## config.mk

```make
export PLATFORM = sky130hd
export DESIGN_NAME = txr_walker
export DESIGN_NICKNAME = d
export VERILOG_FILES = /design/src/rtl/txr_pkg.sv /design/src/rtl/txr_rd_pipe.sv /design/src/rtl/txr_ring_ptr.sv /design/src/rtl/txr_frame_track.sv /design/src/rtl/txr_walker.sv
export SDC_FILE = /design/constraint.sdc
export NUM_CORES = 1
export LEC_CHECK = 0
export BUFFER_PORTS_ARGS = -buffer_cell sky130_fd_sc_hd__buf_2
export CAP_MARGIN = 0
export CORE_MARGIN = 5
export CORE_UTILIZATION = 51
export CTS_BUF_LIST = sky130_fd_sc_hd__clkbuf_16
export DETAILED_ROUTE_END_ITERATION = 6
export GPL_TIMING_DRIVEN = 0
export PLACE_DENSITY = 0.83
export REMOVE_ABC_BUFFERS = 1
export SKIP_LAST_GASP = 1
export SLEW_MARGIN = 20
export SYNTH_ARGS = -nofsm -noshare
export SYNTH_HDL_FRONTEND = slang
export SYNTH_SLANG_ARGS = --single-unit
```

## constraint.sdc

```tcl
create_clock -name clk -period 3.23 [get_ports clk]
set_input_delay 0 -clock clk [delete_from_list [all_inputs] [get_ports clk]]
set_output_delay 0 -clock clk [all_outputs]
set_load 0.05 [all_outputs]
```

## src/rtl/txr_pkg.sv

```systemverilog
package txr_pkg;
   // control word bit positions (the host side decodes these)
   localparam int unsigned OWN_B  = 31;
   localparam int unsigned END_B  = 30;
   localparam int unsigned DQ_LO  = 24;
   localparam int unsigned DQ_W   = 6;
   localparam int unsigned SQ_LO  = 16;
   localparam int unsigned SQ_W   = 5;
   localparam int unsigned FST_B  = 9;
   localparam int unsigned LST_B  = 8;
   localparam int unsigned CSUM_B = 7;
   localparam int unsigned TSO_B  = 6;

   localparam int unsigned WORD_BITS  = 32;
   localparam int unsigned DESC_WORDS = 4;
   localparam int unsigned DESC_SH    = 4;   // log2 of descriptor bytes
   localparam int unsigned WORD_SH    = 2;   // log2 of word bytes

   typedef enum logic [2:0] {
      ST_IDLE,
      ST_RD,
      ST_WT,
      ST_DEC,
      ST_SEND,
      ST_WB
   } walk_st_e;
endpackage

```

## src/rtl/txr_rd_pipe.sv

```systemverilog
module txr_rd_pipe #(
   parameter int LAT = 1
) (
   input  logic clk,
   input  logic rst_n,
   input  logic issue,
   output logic vld
);
   logic [LAT-1:0] sh_q;

   generate
      if (LAT < 1 || LAT > 8) begin : g_bad_lat
         $error("txr_rd_pipe: LAT must be 1..8");
      end
      if (LAT == 1) begin : g_one
         always_ff @(posedge clk or negedge rst_n) begin
            if (!rst_n) sh_q <= '0;
            else        sh_q <= issue;
         end
      end else begin : g_multi
         always_ff @(posedge clk or negedge rst_n) begin
            if (!rst_n) sh_q <= '0;
            else        sh_q <= {sh_q[LAT-2:0], issue};
         end
      end
   endgenerate

   assign vld = sh_q[LAT-1];
endmodule

```

## src/rtl/txr_ring_ptr.sv

```systemverilog
module txr_ring_ptr #(
   parameter int ADDR_W = 32,
   parameter int IDX_W  = 4
) (
   input  logic              clk,
   input  logic              rst_n,
   input  logic [ADDR_W-1:0] base,
   input  logic              adv,
   input  logic              wrap,
   output logic [IDX_W-1:0]  idx,
   output logic [ADDR_W-1:0] desc_addr
);
   import txr_pkg::*;

   logic [IDX_W-1:0] idx_q;

   always_ff @(posedge clk or negedge rst_n) begin
      if (!rst_n)   idx_q <= '0;
      else if (adv) idx_q <= wrap ? '0 : idx_q + 1'b1;
   end

   assign idx       = idx_q;
   assign desc_addr = base + (ADDR_W'(idx_q) << DESC_SH);
endmodule

```

## src/rtl/txr_frame_track.sv

```systemverilog
module txr_frame_track (
   input  logic clk,
   input  logic rst_n,
   input  logic step,
   input  logic first,
   input  logic last,
   output logic emit,
   output logic err
);
   logic open_q;
   logic err_q;

   assign emit = first | open_q;

   always_ff @(posedge clk or negedge rst_n) begin
      if (!rst_n) begin
         open_q <= 1'b0;
         err_q  <= 1'b0;
      end else if (step) begin
         if (first)       open_q <= !last;
         else if (open_q) open_q <= !last;
         else if (last)   err_q  <= 1'b1;
      end
   end

   assign err = err_q;
endmodule

```

## src/rtl/txr_walker.sv

```systemverilog
module txr_walker #(
   parameter int ADDR_W = 32,
   parameter int IDX_W  = 4,
   parameter int RD_LAT = 1
) (
   input  logic              clk,
   input  logic              rst_n,
   input  logic [ADDR_W-1:0] ring_base,
   input  logic              kick,
   output logic              mem_rd_en,
   output logic              mem_wr_en,
   output logic [ADDR_W-1:0] mem_addr,
   output logic [31:0]       mem_wdata,
   input  logic [31:0]       mem_rdata,
   output logic              seg_valid,
   input  logic              seg_ready,
   output logic [63:0]       seg_addr,
   output logic [15:0]       seg_len,
   output logic [15:0]       seg_tcp_len,
   output logic              seg_first,
   output logic              seg_last,
   output logic              seg_csum,
   output logic              seg_tso,
   output logic [5:0]        seg_dst_q,
   output logic [4:0]        seg_src_q,
   output logic              done_valid,
   output logic [IDX_W-1:0]  done_idx,
   output logic              proto_err
);
   import txr_pkg::*;

   localparam int WI_W    = $clog2(DESC_WORDS);
   localparam int LAST_WI = DESC_WORDS - 1;

   generate
      if (ADDR_W < IDX_W + DESC_SH) begin : g_bad_aw
         $error("txr_walker: ADDR_W too small for IDX_W descriptors");
      end
      if (IDX_W < 1 || IDX_W > 16) begin : g_bad_idx
         $error("txr_walker: IDX_W must be 1..16");
      end
   endgenerate

   walk_st_e                             st_q;
   logic [WI_W-1:0]                      wi_q;
   logic [DESC_WORDS-1:0][WORD_BITS-1:0] words_q;
   logic                                 done_q;
   logic [IDX_W-1:0]                     done_idx_q;

   logic              rd_vld;
   logic              emit;
   logic [IDX_W-1:0]  idx;
   logic [ADDR_W-1:0] desc_addr;
   logic              in_rd, in_wb, in_dec, in_send;

   assign in_rd   = (st_q == ST_RD);
   assign in_wb   = (st_q == ST_WB);
   assign in_dec  = (st_q == ST_DEC);
   assign in_send = (st_q == ST_SEND);

   txr_rd_pipe #(.LAT(RD_LAT)) u_rd_pipe (
      .clk   (clk),
      .rst_n (rst_n),
      .issue (in_rd),
      .vld   (rd_vld)
   );

   txr_ring_ptr #(.ADDR_W(ADDR_W), .IDX_W(IDX_W)) u_ptr (
      .clk       (clk),
      .rst_n     (rst_n),
      .base      (ring_base),
      .adv       (in_wb),
      .wrap      (words_q[0][END_B]),
      .idx       (idx),
      .desc_addr (desc_addr)
   );

   txr_frame_track u_frame (
      .clk   (clk),
      .rst_n (rst_n),
      .step  (in_dec),
      .first (words_q[0][FST_B]),
      .last  (words_q[0][LST_B]),
      .emit  (emit),
      .err   (proto_err)
   );

   // sequencer: one word per read, then decide, send, write back
   always_ff @(posedge clk or negedge rst_n) begin
      if (!rst_n) begin
         st_q       <= ST_IDLE;
         wi_q       <= '0;
         words_q    <= '0;
         done_q     <= 1'b0;
         done_idx_q <= '0;
      end else begin
         done_q <= in_wb;
         if (in_wb) done_idx_q <= idx;
         unique case (st_q)
            ST_IDLE: if (kick) begin
               st_q <= ST_RD;
               wi_q <= '0;
            end
            ST_RD: st_q <= ST_WT;
            ST_WT: if (rd_vld) begin
               words_q[wi_q] <= mem_rdata;
               if (wi_q == '0 && !mem_rdata[OWN_B]) st_q <= ST_IDLE;
               else if (wi_q == WI_W'(LAST_WI))     st_q <= ST_DEC;
               else begin
                  wi_q <= wi_q + 1'b1;
                  st_q <= ST_RD;
               end
            end
            ST_DEC:  st_q <= emit ? ST_SEND : ST_WB;
            ST_SEND: if (seg_ready) st_q <= ST_WB;
            ST_WB: begin
               st_q <= ST_RD;
               wi_q <= '0;
            end
            default: st_q <= ST_IDLE;
         endcase
      end
   end

   assign mem_rd_en = in_rd;
   assign mem_wr_en = in_wb;
   assign mem_addr  = in_wb ? desc_addr
                            : desc_addr + (ADDR_W'(wi_q) << WORD_SH);
   assign mem_wdata = words_q[0] & ~(32'd1 << OWN_B);

   assign seg_valid   = in_send;
   assign seg_addr    = {words_q[1], words_q[2]};
   assign seg_len     = words_q[3][15:0];
   assign seg_tcp_len = words_q[3][31:16];
   assign seg_first   = words_q[0][FST_B];
   assign seg_last    = words_q[0][LST_B];
   assign seg_csum    = words_q[0][FST_B] & words_q[0][CSUM_B];
   assign seg_tso     = words_q[0][FST_B] & words_q[0][TSO_B];
   assign seg_dst_q   = words_q[0][DQ_LO +: DQ_W];
   assign seg_src_q   = words_q[0][SQ_LO +: SQ_W];

   assign done_valid = done_q;
   assign done_idx   = done_idx_q;
endmodule

```

==> results.tsv <==
stage	metric	value	unit
run_status	outcome	complete, but fails checks	
run_status	violations	negative setup slack	
setup_path	reg2reg_depth	5	
route	drtPass1Iterations	5	
placed_design	io_buffers	246	
synth	ys_seq_elements	144	
power	vdd_drop_max	0.000436	V
synth	synth_edf_count	0	
synth	yosysWarningCount	0	
sta	slew_viol_final	0	
sta	final-hold-violation-count	0	
die	die_area	16700	µm²
die	ioPinCount	252	
power	power	4.82	mW
route	ant_nets	0	
clock_network	clockBufferDepth	2	
clock_network	clk_latency	0.42	ns
setup_path	crit_type	flop to primary output	
route	routedWlPerCell	21.1	µm
sta	fin_skew	0.0147	ns
setup_path	worstSetupEndpoint	mem_addr[14]	
final_layout	nets	988	
synth	synth_cells	604	
sta	final.period_utilization	106	%
synth	synth_flop_cell	dfrtp_1	
route	wl	23200	µm
run	maxCapViolCount	0	
clock_network	htreeDepth	4	
die	dieWidth	129	µm
setup_path	crit_path_start	u_ptr.idx[0]	
clock_network	cts_root_buf	clkbuf_16	
global_route	grt_pass1_vias	6517	
setup_path	worst-r2r-setup-slack	0.70	ns
clock_network	clock_sinks	144	
sta	slew_headroom	54.8	%
sta	worst_slew_pin_slew	0.672	ns
synth	ys_async_sr_fraction	100	%
setup_path	timing.rr.end	seg_addr[57]	
clock_network	cts_buffers	17	
synth	synth.cell_area	7240	µm²
final_layout	finalInstanceArea	10300	µm²
final_layout	final_util	74.0	%
final_layout	area_growth	41.9	%
hold_path	hold_class	input pin to primary output	
power	power_density	469	nW/µm²
global_route	antenna_found_initial	0	
sta	setup_viol	17	
global_route	grt_remaining_overflow	0	
clock_network	cts_tree	built	
setup_path	r2r-start	st_q[1]	
setup_path	worstPathArrival	3.42	ns
route	drtIter0Drc	473	
synth	avgSynthCellArea	12.0	µm²
sta	rsz0062_at_grt	true	
route	via_per_inst	5.77	
route	vias	6344	
synth	seq_area_frac_synth	49.8	%
die	fp.coreArea	13900	µm²
global_route	grt_max_degree	74	
placed_design	hpwl	14200	µm
final_layout	antenna_cells	0	
synth	synthDistinctLibCells	59	
clock_network	clkTransAtPathRegs	0.06	ns
placed_design	dpl_cell_area	8600	µm²
final_layout	layout-drive-gt1-share	55.0	%
route	drc	0	
placed_design	gp_congestion	0.882	
setup_path	worst_ep_required_time	3.23	ns
power	leakage	4.79	nW
global_route	grt_pass1_wl	34600	µm
sta	min_period	3.42	ns
sta	final.setup.worst_slack	-0.189	ns
die	start_util	52.1	%
global_route	grt_usage	26.6	%
setup_path	critPathCaptureType	primary output	
die	dieHeight	129	µm
setup_path	crit_path_max_fanout	5	
sta	fmax	292	MHz
setup_path	critPathLaunchType	flop	
die	num_rows	43	
-- placed cells by master (no fill, tap or decap), types with 5 or more instances in the layout --
cell type and count:
inv_1 13, nand4_1 7, dfrtp_1 143, nand3_1 13, nand2_1 39, ha_1 8, mux2_2 128, a31oi_1 5
nor2_1 18, nand2b_1 7, clkbuf_16 17, buf_12 6, xnor2_1 30, buf_2 224, nor3_1 8, nor4_4 5
dlygate4sd3_1 33, nand3b_1 6, a21oi_1 9, o21ai_0 10, buf_4 53, a21o_1 5, xor2_1 12
-- flip-flops by register name, indices dropped and copies added, names as in the netlist --
register / count
u_frame.err: 1
done_valid: 1
done_idx: 4
u_frame.open_q: 1
mem_wdata: 31
u_ptr.idx: 4
seg_addr: 64
wi_q: 2
seg_tcp_len: 16
st_q: 3
seg_len: 16
u_rd_pipe.vld: 1
-- metrics by stage --
step	setup WS, ns	TNS (ns)	instances	hold slack (ns)
final	-0.189	-2.22	1099	0.000417
after global routing	-0.332	-4.70	1099	0.000286
after CTS	-0.140	-1.50	1084	0.000370
after detailed placement	-0.435	-4.76	996	-0.00574
after global placement	-0.392	-3.97	991	0.000370
after floorplan	-0.365	-3.24	565	-0.296
-- routing by layer --
layer	track usage, %	share of wire, %
met3	9.69	9.9
met1	30.2	36
met4	10.1	3.5
met5	0	0
met2	45.9	51
-- what timing repair did --
item / CTS / global route
hold endpoints to repair: 198 / 0
cloned: 0 / 1
pin swaps: 19 / 24
setup endpoints to repair: 21 / 21
resized for setup: 57 / 39
hold buffers: 33 / 0
setup buffers: 24 / 14
-- cell usage after synthesis (3+ instances only) --
| cell | n | area (µm²) |
|---|---|---|
| dfrtp_1 | 144 | 3600 |
| mux2_2 | 128 | 1440 |
| nand2_1 | 44 | 165 |
| xnor2_1 | 32 | 280 |
| nor2_1 | 24 | 90.1 |
| buf_4 | 19 | 143 |
| nand3_1 | 14 | 70.1 |
| nor3_1 | 14 | 70.1 |
| o21ai_0 | 14 | 70.1 |
| xor2_1 | 12 | 105 |
| a21oi_1 | 11 | 55.1 |
| ha_1 | 11 | 138 |
| inv_1 | 11 | 41.3 |
| buf_1 | 10 | 37.5 |
| nand2b_1 | 7 | 43.8 |
| nand4_1 | 7 | 43.8 |
| nand3b_1 | 6 | 45.0 |
| a21o_1 | 5 | 37.5 |
| a31oi_1 | 5 | 31.3 |
| buf_2 | 5 | 25.0 |
| clkbuf_1 | 5 | 18.8 |
| nor4_1 | 5 | 31.3 |
| and2_1 | 4 | 25.0 |
| and3_1 | 4 | 25.0 |
| and4_1 | 4 | 35.0 |
| nand4b_1 | 4 | 35.0 |
| nor3b_1 | 4 | 30.0 |
| nor4_2 | 4 | 50.1 |
| o21a_1 | 4 | 30.0 |
| o21ai_1 | 4 | 20.0 |
| a211oi_1 | 3 | 22.5 |
| o21bai_1 | 3 | 22.5 |
-- worst max-delay path, stage by stage (launching register included) --
cell and delay [ns]:
dfrtp_2 0.43, ha_4 0.17, fa_2 0.40, a211o_1 0.38
nand4b_1 0.14, mux2i_2 0.09, o211ai_1 0.47, buf_4 0.27
nor3_1 0.08, a31oi_1 0.21, xnor2_1 0.15, buf_4 0.22
-- cells by family (layout without fill, tap and decap cells) --
group           after synthesis  after routing  synth area share [%]
simple gates                154            154                  11.8
flops                       144            144                  49.8
mux                         130            130                  20.2
compound gates               68             69                  6.74
buf+inv                      50            364                  3.66
xor+xnor                     44             44                  5.32
fa+ha+maj                    13             13                  2.45
other cells                   1              1                0.0518
-- where the power goes --
group	leakage, nW	total [mW]	switching [mW]	internal (mW)
combinational	2.79	0.905	0.649	0.255
clock	0.290	1.98	0.768	1.21
sequential	1.71	1.94	0.0498	1.89
total	4.79	4.82	1.47	3.35
-- final cells by class --
cell class | instances | area (µm²)
Multi-Input combinational cell | 411 | 3750
Fill cell | 838 | 3610
Sequential cell | 144 | 3600
Timing Repair Buffer | 322 | 2060
Clock buffer | 17 | 425
Tap cell | 180 | 225
Clock inverter | 14 | 165
Inverter | 11 | 41.3
-- worst min-delay path by stage --
stage / from / end / slack, ns / depth (start not counted)
after floorplan: rst_n / done_idx[0] / -0.30 / 0
after global placement: ring_base[0] / mem_addr[0] / 0.0004 / 0
after detailed placement: rst_n / seg_addr[58] / -0.006 / 1
after CTS: ring_base[0] / mem_addr[0] / 0.0004 / 0
after global routing: ring_base[1] / mem_addr[1] / 0.0003 / 0
final: ring_base[0] / mem_addr[0] / 0.0004 / 0
(Power assumes the default switching activity.)
